===== src/rtl/nsg_pkg.sv =====
package nsg_pkg;

  localparam int TW_BITS = 26;

  localparam logic [1:0] OP_WRITE = 2'd0;
  localparam logic [1:0] OP_READ  = 2'd1;

  typedef enum logic [2:0] {
    ST_IDLE,
    ST_WLOW,
    ST_WHIGH,
    ST_CEA,
    ST_RLOW,
    ST_RHIGH,
    ST_BDLY,
    ST_POLL
  } nsg_state_e;

  typedef struct packed {
    logic [1:0] tcea;
    logic [4:0] busy;
    logic [2:0] ta;
    logic [3:0] rd_hi;
    logic [3:0] rd_lo;
    logic [3:0] wr_hi;
    logic [3:0] wr_lo;
  } nsg_timing_t;

  function automatic nsg_timing_t unpack_timing(input logic [31:0] w);
    nsg_timing_t t;
    t.wr_lo = w[3:0];
    t.wr_hi = w[7:4];
    t.rd_lo = w[11:8];
    t.rd_hi = w[15:12];
    t.ta    = w[18:16];
    t.busy  = w[23:19];
    t.tcea  = w[25:24];
    return t;
  endfunction

endpackage


===== src/rtl/nsg_cfg_regs.sv =====
module nsg_cfg_regs
  import nsg_pkg::*;
#(
  parameter logic [15:0] UNLOCK_KEY = 16'hA25E
) (
  input  logic        clk,
  input  logic        rst_n,
  input  logic        cfg_wr,
  input  logic        cfg_sel,
  input  logic [31:0] cfg_wdata,
  output logic [31:0] timing_word,
  output logic        unlocked
);

  logic [TW_BITS-1:0] word_q, word_d;
  logic               unlock_q, unlock_d;
  logic               word_en;

  always_comb begin
    unlock_d = unlock_q;
    word_d   = word_q;
    word_en  = 1'b0;
    if (cfg_wr) begin
      if (cfg_sel) begin
        word_en  = unlock_q;
        word_d   = cfg_wdata[TW_BITS-1:0];
        unlock_d = 1'b0;
      end else begin
        unlock_d = (cfg_wdata[15:0] == UNLOCK_KEY);
      end
    end
  end

  always_ff @(posedge clk or negedge rst_n) begin
    if (!rst_n) begin
      unlock_q <= 1'b0;
    end else begin
      unlock_q <= unlock_d;
    end
  end

  always_ff @(posedge clk or negedge rst_n) begin
    if (!rst_n) begin
      word_q <= '0;
    end else if (word_en) begin
      word_q <= word_d;
    end
  end

  assign timing_word = {{(32-TW_BITS){1'b0}}, word_q};
  assign unlocked    = unlock_q;

endmodule


===== src/rtl/nsg_seq.sv =====
module nsg_seq
  import nsg_pkg::*;
#(
  parameter int CNT_W = 6
) (
  input  logic        clk,
  input  logic        rst_n,
  input  nsg_timing_t tim,
  input  logic        req_valid,
  input  logic [1:0]  req_op,
  input  logic        nand_rb,
  output nsg_state_e  state_q,
  output nsg_state_e  state_d,
  output logic        done,
  output logic        cap_en
);

  logic [CNT_W-1:0] cnt_q, cnt_d;
  logic             cnt_en;
  logic             cnt_zero;
  logic [CNT_W-1:0] wr_hi_len, rd_hi_len;

  assign cnt_zero = (cnt_q == '0);

  // high phase length: difference of cumulative counts, floored at one cycle
  assign wr_hi_len = (tim.wr_hi > tim.wr_lo) ? CNT_W'(tim.wr_hi - tim.wr_lo) : CNT_W'(1);
  assign rd_hi_len = (tim.rd_hi > tim.rd_lo) ? CNT_W'(tim.rd_hi - tim.rd_lo) : CNT_W'(1);

  always_comb begin
    state_d = state_q;
    cnt_d   = cnt_q - CNT_W'(1);
    cnt_en  = 1'b1;
    done    = 1'b0;
    cap_en  = 1'b0;
    unique case (state_q)
      ST_IDLE: begin
        cnt_en = 1'b0;
        if (req_valid) begin
          cnt_en = 1'b1;
          if (req_op[1]) begin
            if (tim.busy != '0) begin
              state_d = ST_BDLY;
              cnt_d   = CNT_W'(tim.busy) - CNT_W'(1);
            end else begin
              state_d = ST_POLL;
              cnt_d   = '0;
            end
          end else if (req_op == OP_READ) begin
            if (tim.tcea != '0) begin
              state_d = ST_CEA;
              cnt_d   = CNT_W'(tim.tcea) - CNT_W'(1);
            end else begin
              state_d = ST_RLOW;
              cnt_d   = CNT_W'(tim.rd_lo);
            end
          end else begin
            state_d = ST_WLOW;
            cnt_d   = CNT_W'(tim.wr_lo);
          end
        end
      end
      ST_WLOW: begin
        if (cnt_zero) begin
          state_d = ST_WHIGH;
          cnt_d   = wr_hi_len - CNT_W'(1);
        end
      end
      ST_WHIGH: begin
        if (cnt_zero) begin
          state_d = ST_IDLE;
          done    = 1'b1;
          cnt_en  = 1'b0;
        end
      end
      ST_CEA: begin
        if (cnt_zero) begin
          state_d = ST_RLOW;
          cnt_d   = CNT_W'(tim.rd_lo);
        end
      end
      ST_RLOW: begin
        if (cnt_zero) begin
          state_d = ST_RHIGH;
          cap_en  = 1'b1;
          cnt_d   = rd_hi_len + CNT_W'(tim.ta) - CNT_W'(1);
        end
      end
      ST_RHIGH: begin
        if (cnt_zero) begin
          state_d = ST_IDLE;
          done    = 1'b1;
          cnt_en  = 1'b0;
        end
      end
      ST_BDLY: begin
        if (cnt_zero) begin
          state_d = ST_POLL;
          cnt_en  = 1'b0;
        end
      end
      ST_POLL: begin
        cnt_en = 1'b0;
        if (nand_rb) begin
          state_d = ST_IDLE;
          done    = 1'b1;
        end
      end
      default: begin
        state_d = ST_IDLE;
        cnt_en  = 1'b0;
      end
    endcase
  end

  always_ff @(posedge clk or negedge rst_n) begin
    if (!rst_n) begin
      state_q <= ST_IDLE;
    end else begin
      state_q <= state_d;
    end
  end

  always_ff @(posedge clk or negedge rst_n) begin
    if (!rst_n) begin
      cnt_q <= '0;
    end else if (cnt_en) begin
      cnt_q <= cnt_d;
    end
  end

endmodule


===== src/rtl/nsg_pins.sv =====
module nsg_pins
  import nsg_pkg::*;
#(
  parameter int DATA_W = 8
) (
  input  logic              clk,
  input  logic              rst_n,
  input  nsg_state_e        state_q,
  input  nsg_state_e        state_d,
  input  logic              done,
  input  logic              cap_en,
  input  logic [DATA_W-1:0] req_wdata,
  input  logic [DATA_W-1:0] nand_din,
  output logic              ce_n,
  output logic              we_n,
  output logic              re_n,
  output logic              doe,
  output logic [DATA_W-1:0] dout,
  output logic              ack,
  output logic [DATA_W-1:0] rdata
);

  logic ce_d, we_d, re_d, doe_d;
  logic dout_en;

  always_comb begin
    we_d    = (state_d == ST_WLOW);
    re_d    = (state_d == ST_RLOW);
    doe_d   = (state_d == ST_WLOW) || (state_d == ST_WHIGH);
    ce_d    = doe_d || (state_d == ST_CEA) || (state_d == ST_RLOW) ||
              (state_d == ST_RHIGH);
    dout_en = (state_q == ST_IDLE) && (state_d == ST_WLOW);
  end

  always_ff @(posedge clk or negedge rst_n) begin
    if (!rst_n) begin
      ce_n <= 1'b1;
      we_n <= 1'b1;
      re_n <= 1'b1;
      doe  <= 1'b0;
      ack  <= 1'b0;
    end else begin
      ce_n <= !ce_d;
      we_n <= !we_d;
      re_n <= !re_d;
      doe  <= doe_d;
      ack  <= done;
    end
  end

  always_ff @(posedge clk or negedge rst_n) begin
    if (!rst_n) begin
      dout <= '0;
    end else if (dout_en) begin
      dout <= req_wdata;
    end
  end

  always_ff @(posedge clk or negedge rst_n) begin
    if (!rst_n) begin
      rdata <= '0;
    end else if (cap_en) begin
      rdata <= nand_din;
    end
  end

endmodule


===== src/rtl/nand_strobe_gen.sv =====
module nand_strobe_gen
  import nsg_pkg::*;
#(
  parameter int          DATA_W     = 8,
  parameter int          CNT_W      = 6,
  parameter logic [15:0] UNLOCK_KEY = 16'hA25E
) (
  input  logic              clk,
  input  logic              rst_n,
  input  logic              cfg_wr,
  input  logic              cfg_sel,
  input  logic [31:0]       cfg_wdata,
  output logic [31:0]       cur_timing,
  input  logic              req_valid,
  input  logic [1:0]        req_op,
  input  logic [DATA_W-1:0] req_wdata,
  output logic              req_ready,
  output logic              req_ack,
  output logic [DATA_W-1:0] rsp_rdata,
  output logic              nand_ce_n,
  output logic              nand_we_n,
  output logic              nand_re_n,
  output logic [DATA_W-1:0] nand_dout,
  output logic              nand_doe,
  input  logic [DATA_W-1:0] nand_din,
  input  logic              nand_rb
);

  nsg_state_e  state_q, state_d;
  logic        done, cap_en;
  logic        unlocked;
  nsg_timing_t tim;

  nsg_cfg_regs #(.UNLOCK_KEY(UNLOCK_KEY)) u_cfg (
    .clk         (clk),
    .rst_n       (rst_n),
    .cfg_wr      (cfg_wr),
    .cfg_sel     (cfg_sel),
    .cfg_wdata   (cfg_wdata),
    .timing_word (cur_timing),
    .unlocked    (unlocked)
  );

  assign tim = unpack_timing(cur_timing);

  nsg_seq #(.CNT_W(CNT_W)) u_seq (
    .clk       (clk),
    .rst_n     (rst_n),
    .tim       (tim),
    .req_valid (req_valid),
    .req_op    (req_op),
    .nand_rb   (nand_rb),
    .state_q   (state_q),
    .state_d   (state_d),
    .done      (done),
    .cap_en    (cap_en)
  );

  assign req_ready = (state_q == ST_IDLE);

  nsg_pins #(.DATA_W(DATA_W)) u_pins (
    .clk       (clk),
    .rst_n     (rst_n),
    .state_q   (state_q),
    .state_d   (state_d),
    .done      (done),
    .cap_en    (cap_en),
    .req_wdata (req_wdata),
    .nand_din  (nand_din),
    .ce_n      (nand_ce_n),
    .we_n      (nand_we_n),
    .re_n      (nand_re_n),
    .doe       (nand_doe),
    .dout      (nand_dout),
    .ack       (req_ack),
    .rdata     (rsp_rdata)
  );

endmodule


===== config.mk =====
export PLATFORM = sky130hd
export DESIGN_NAME = nand_strobe_gen
export DESIGN_NICKNAME = d
export VERILOG_FILES = /design/src/rtl/nsg_pkg.sv /design/src/rtl/nsg_cfg_regs.sv /design/src/rtl/nsg_seq.sv /design/src/rtl/nsg_pins.sv /design/src/rtl/nand_strobe_gen.sv
export SDC_FILE = /design/constraint.sdc
export NUM_CORES = 1
export LEC_CHECK = 0
export BUFFER_PORTS_ARGS = -buffer_cell sky130_fd_sc_hd__buf_2
export CORE_MARGIN = 5
export CORE_UTILIZATION = 53
export CTS_CLUSTER_SIZE = 25
export DETAILED_ROUTE_END_ITERATION = 7
export GPL_ROUTABILITY_DRIVEN = 0
export PLACE_DENSITY = 0.82
export REMOVE_ABC_BUFFERS = 1
export SKIP_CTS_REPAIR_TIMING = 1
export SYNTH_ARGS = -nofsm -noshare
export SYNTH_HDL_FRONTEND = slang
export SYNTH_SLANG_ARGS = --single-unit

===== constraint.sdc =====
create_clock -name clk -period 4.3 [get_ports clk]
set_input_delay 0.645 -clock clk [delete_from_list [all_inputs] [get_ports clk]]
set_output_delay 0.645 -clock clk [all_outputs]
set_load 0.01 [all_outputs]

**After elaboration in Yosys (flattened, before gate mapping)**

Index checks and enable logic that the tools add are counted.

- Add/subtract/negate cells: 8
- Multiply operators: 0
- Div/mod/pow operators: 0
- $lt $le $gt $ge: 2
- Equality and inequality tests: 14
- Shift operators: 0
- Muxes and demuxes: 33
- Bitwise logic cells: 0
- Reduce and logical (&&, ||, !) cells: 15

Operator list:

| kind | count |
|---|---|
| $mux W6 | 10 |
| $mux W3 | 10 |
| $pmux W6 S4 | 1 |
| $pmux W3 S7 | 1 |
| $eq A3 B3 Y1 const B | 6 |
| $sub A6 B1 Y6 const B | 3 |
| $eq A16 B16 Y1 const B | 1 |
| $eq A3 B2 Y1 const B | 4 |
| $sub A4 B4 Y5 | 2 |
| $mux W1 | 9 |
| $gt A4 B4 Y1 | 2 |
| $add A6 B3 Y6 | 1 |
| $eq A3 B1 Y1 const B | 2 |
| $logic_not A6 Y1 | 1 |
| $sub A5 B1 Y6 const B | 1 |
| $reduce_bool A5 Y1 | 1 |
| $logic_or A1 B1 Y1 | 4 |
| $logic_not A1 Y1 | 3 |
| $logic_not A3 Y1 | 1 |
| $pmux W1 S3 | 1 |
| $reduce_and A3 Y1 | 1 |
| $reduce_or A3 Y1 | 1 |
| $sub A2 B1 Y3 const B | 1 |
| $eq A2 B1 Y1 const B | 1 |
| 4 further kinds | 4 |

- Register bits after elaboration: 57
- Bits in latches: 0
- Memory bits (writable): 0
- ROM bits: 0
- Bits of input ports: 56
- Output and inout port bits: 54
- Logic and storage cells: 83
- Memories kept: 0

**Depth between registers and ports, before layout**

- Word-level depth: 12
- Mapped depth: 19
- Depth with buffers taken out: 19

**By module**

A second synthesis with hierarchy kept.

- Cell total of the unflattened synthesis: 378
- Area, all modules: 3827.4 µm²

Modules (own cells, without submodules):

| module | times used | cells each | area an instance (µm²) | sequential area each (µm²) |
|---|---|---|---|---|
| nsg_seq | 1 | 260 | 1824.2 | 225.2 |
| nsg_cfg_regs | 1 | 71 | 1191.1 | 675.6 |
| nsg_pins | 1 | 46 | 802.0 | 529.3 |
| nand_strobe_gen | 1 | 1 | 10.0 | 0.0 |

**Worst setup path after synthesis**

Ideal clock, no wire load.

- Kind: reg-to-reg
- Start: reg u_cfg.word_q[9]
- End: reg u_seq.cnt_q[5]
- Setup time: 0.138 ns
- Arrival time: 3.045 ns
- Required time: 4.162 ns
- Slack: 1.118 ns
- Cell stages (with the launch flop): 19
- Path buffers: 0
- Period minus slack after synthesis: 3.182 ns
- Cell sequence: dfrtp_1 inv_1 ha_1 a21o_1 a21o_1 a21oi_1 a41oi_1 nand2_1 ha_1 inv_1 ha_1 inv_1 fa_1 nor2b_1 o21ai_0 or3b_2 o41ai_1 a211oi_1 o21ai_0

- Longest elaborated chain between the ends: 6
- Elaborated cells between the ends (all ways): 7
- Those cells by class: 3 x add/sub; 1 x order compare; 3 x mux

RTL lines:

| what | RTL line | RTL |
|---|---|---|
| start: declaration | nsg_cfg_regs.sv:15 | `logic [TW_BITS-1:0] word_q, word_d;` |
| start signal: assignment | nsg_cfg_regs.sv:46 | `word_q <= word_d;` |
| $sub A4 B4 Y5 or $gt A4 B4 Y1 (tied branches) | nsg_seq.sv:27 | `assign rd_hi_len = (tim.rd_hi > tim.rd_lo) ? CNT_W'(tim.rd_hi - tim.rd_lo) : CNT_W'(1);` |
| $mux W6 (*) | nsg_seq.sv:27 |  |
| $add A6 B3 Y6 (*) | nsg_seq.sv:85 | `cnt_d = rd_hi_len + CNT_W'(tim.ta) - CNT_W'(1);` |
| $sub A6 B1 Y6 (*) | nsg_seq.sv:85 |  |
| $mux W6 (*) | nsg_seq.sv:82 | `if (cnt_zero) begin` |
| $pmux W6 S4 (*) | nsg_seq.sv:35 | `unique case (state_q)` |
| end signal: assignment | nsg_seq.sv:127 | `cnt_q <= cnt_d;` |
| end: declaration | nsg_seq.sv:18 | `logic [CNT_W-1:0] cnt_q, cnt_d;` |

Every way passes the cells marked *; elsewhere a longest branch is shown, timed or not.
A chain may end at the register's enable or synchronous reset.

**Final worst setup path**

Ends and elaborated chain as after synthesis.

==> out/qor.yml <==
status: "complete, no violations"
yosys.area.top_type: "dfrtp_1"
p_leak_nw: 2.230
cts_root_buf: "clkbuf_8"
grtUsageTotal_pct: 23.01
final.min_clock_period_ns: 3.840
cp.arrival_ns: 4.03
worstPathRequired_ns: 4.49
cts_buffers: 9
final_max_slew_viol_count: 0
maxCapViolations: 0
avgRoutedWirePerCell_um: 16.91
overflow: 0
start_util_pct: 55.05
critPathMaxFanout: 6
fmax_ghz: 0.2604
endpoint_kind: "flip-flop"
vias: 3360
synth_cell_types: 66
cts_tree: "built"
antennaDiodeCount: 0
hold_viol: 0
syn-cell-area_sq_um: 3802
antenna_found_initial: 0
avgSynthCellArea_sq_um: 9.876
finalCritPeriodShare_pct: 89.30
slew_headroom_pct: 18.34
cp-start-kind: "flip-flop"
area_growth_pct: 19.84
ant_nets: 0
synth_top_area_share_pct: 35.54
setup_viol: 0
cts_sinks: 57
synth_seq_area_share_pct: 37.61
clk_path_buf_depth: 2
ir_drop_mv: 0.2737
die_height_um: 94.70
remaining_drc_errors: 0
holdWs_ns: 0.4327
yosysWarnings: 0
die_w_um: 94.70
powerDensity_nw_per_um2: 549.2
tightestPinTransition_ns: 1.221
core_region_area_sq_um: 6907
layout_commonest_cell: "buf_2"
grt_pass1_wl_um: 16270
layout_common_cells: "buf_2 (97), dfrtp_1 (54), mux2_2 (43)"
clk_latency_ns: 0.34
wirelength_um: 9826
grt_pass1_vias: 3405
timing.setup.tns_ns: 0
synth_area_leaders: "dfrtp_1 (36%), mux2_2 (13%), ha_1 (6.3%), inv_1 (3.4%), nand2_1 (2.5%)"
ys_async_sr_fraction_pct: 100.0
drt_iter0_markers: 307
final_nets: 558
grt_max_degree: 58
htreeDepth: 3
hold_class: "in -> async"
ys_seq_elements: 57
viasPerCell: 5.783
port_buffers: 97
drive_above_1_share_pct: 35.46
synth_cells: 385
crit_type: "reg -> reg"
synthFlopType: "dfrtp_1"
synth_edf_count: 0
grt_setup_unrepaired: "false"
firstDrtPassIters: 5
hpwl_um: 7258
num_rows: 30
ioPinCount: 110
die_area_sq_um: 8968
skew_ns: 0.009140
path_clk_slew_ns: 0.07
total_power_w: 0.002503
-- power breakdown --
part / internal [W] / total [W] / switching [W] / leakage, nW
Clock: 0.000341 / 0.000565 / 0.000223 / 0.113
Combinational: 0.000483 / 0.00111 / 0.000622 / 1.39
Sequential: 0.000678 / 0.000833 / 0.000155 / 0.730
Total: 0.00150 / 0.00250 / 0.00100 / 2.23
-- area by class of cell --
class / count / area (sq um)
multi-input combinational: 279 / 2158
inverter: 34 / 127.6
sequential: 57 / 1430
fill: 559 / 2350
tap: 96 / 120.1
clock buffer: 11 / 141.4
timing repair buffer: 99 / 500.5
clock inverter: 5 / 78.83
-- synthesized netlist by cell type, types with 3 or more instances --
| cell type | number |
|---|---|
| or3_1 | 4 |
| a21boi_0 | 3 |
| a21oi_1 | 17 |
| fa_1 | 3 |
| clkbuf_1 | 5 |
| xnor2_1 | 7 |
| dfrtp_1 | 54 |
| buf_4 | 6 |
| a31oi_1 | 6 |
| nor2b_1 | 4 |
| nand2_1 | 25 |
| or3b_2 | 3 |
| or2_2 | 3 |
| o22ai_1 | 3 |
| and2_1 | 5 |
| inv_1 | 34 |
| o31ai_1 | 4 |
| dfstp_2 | 3 |
| nor2_1 | 14 |
| nand2b_1 | 8 |
| nor3_1 | 10 |
| a21o_1 | 7 |
| buf_1 | 3 |
| o211ai_1 | 4 |
| o21ai_0 | 16 |
| o2111ai_1 | 3 |
| ha_1 | 19 |
| a211oi_1 | 4 |
| buf_2 | 6 |
| nand3_1 | 6 |
| xor2_1 | 6 |
| mux2_2 | 43 |
| mux2i_1 | 4 |
-- sequential cells by signal, indices dropped and copies added, names as in the netlist --
| register | cells |
|---|---|
| u_seq.state_q | 3 |
| u_pins.doe | 1 |
| u_pins.re_n | 1 |
| u_pins.ce_n | 1 |
| u_cfg.unlocked | 1 |
| u_pins.we_n | 1 |
| u_pins.dout | 8 |
| u_cfg.word_q | 26 |
| u_pins.ack | 1 |
| u_pins.rdata | 8 |
| u_seq.cnt_q | 6 |
-- critical path: stages, from the launching register on --
cell and delay (ns):
dfrtp_1 0.46, inv_1 0.12, ha_1 0.33, a21o_1 0.19, a21o_1 0.19, a21oi_1 0.17, a41oi_1 0.12, and2_1 0.26
ha_1 0.19, inv_1 0.05, ha_1 0.15, inv_1 0.05, fa_1 0.40, nor2b_1 0.12, o21ai_0 0.08, or3b_2 0.23
o41ai_1 0.07, a211oi_1 0.33, o21ai_0 0.17
-- worst paths after layout --
check | from | end | slack, ns | cells past startpoint
worst max-delay path | u_cfg.word_q[9]$_DFFE_PN0P_ | u_seq.cnt_q[5]$_DFFE_PN0P_ | 0.46 | 18
worst min-delay path | rst_n | u_cfg.word_q[5]$_DFFE_PN0P_ | 0.43 | 2
worst max register to register | u_cfg.word_q[9]$_DFFE_PN0P_ | u_seq.cnt_q[5]$_DFFE_PN0P_ | 0.46 | 18
worst min register to register | u_pins.dout[2]$_DFFE_PN0P_ | u_pins.dout[2]$_DFFE_PN0P_ | 0.50 | 1
max in group asynchronous | rst_n | u_seq.cnt_q[4]$_DFFE_PN0P_ | 3.37 | 2
min in group clk | u_pins.dout[2]$_DFFE_PN0P_ | u_pins.dout[2]$_DFFE_PN0P_ | 0.50 | 1
-- layer usage --
metal	share of wire [%]	up-vias	wire, um	track usage, %
met4	2.8	0	276	10.82
met1	39	1599	3831	28.21
met2	50	157	4925	38.29
met5	0	-	0	0
met3	8.1	29	793	5.259
li1	-	1575	-	-
-- cells by family (layout without fill, tap and decap cells) --
| kind of cell | Yosys count | count (layout) | share of synthesized area [%] |
|---|---|---|---|
| buf+inv | 54 | 149 | 6.120 |
| compound gates | 92 | 92 | 16.85 |
| flops | 57 | 57 | 37.61 |
| simple gates | 99 | 99 | 14.71 |
| mux | 47 | 47 | 13.79 |
| other cells | 1 | 6 | 0.09862 |
| fa+ha+maj | 22 | 22 | 7.832 |
| xor+xnor | 13 | 13 | 2.994 |
-- stage by stage --
| step | std cells | worst slack (ns) | cell area, sq um | util (%) |
|---|---|---|---|---|
| after floorplan | 370 | 1.118 | 3716 | - |
| after global placement | 565 | 0.7771 | 4337 | 62.79 |
| after detailed placement | 565 | 0.6273 | 4337 | 62.79 |
| after CTS | 581 | 0.5029 | 4557 | 65.98 |
| after global routing | 581 | 0.2533 | 4557 | 65.98 |
| final | 581 | 0.4602 | 4557 | 65.98 |
No activity file was read; power rests on OpenSTA's default activity.
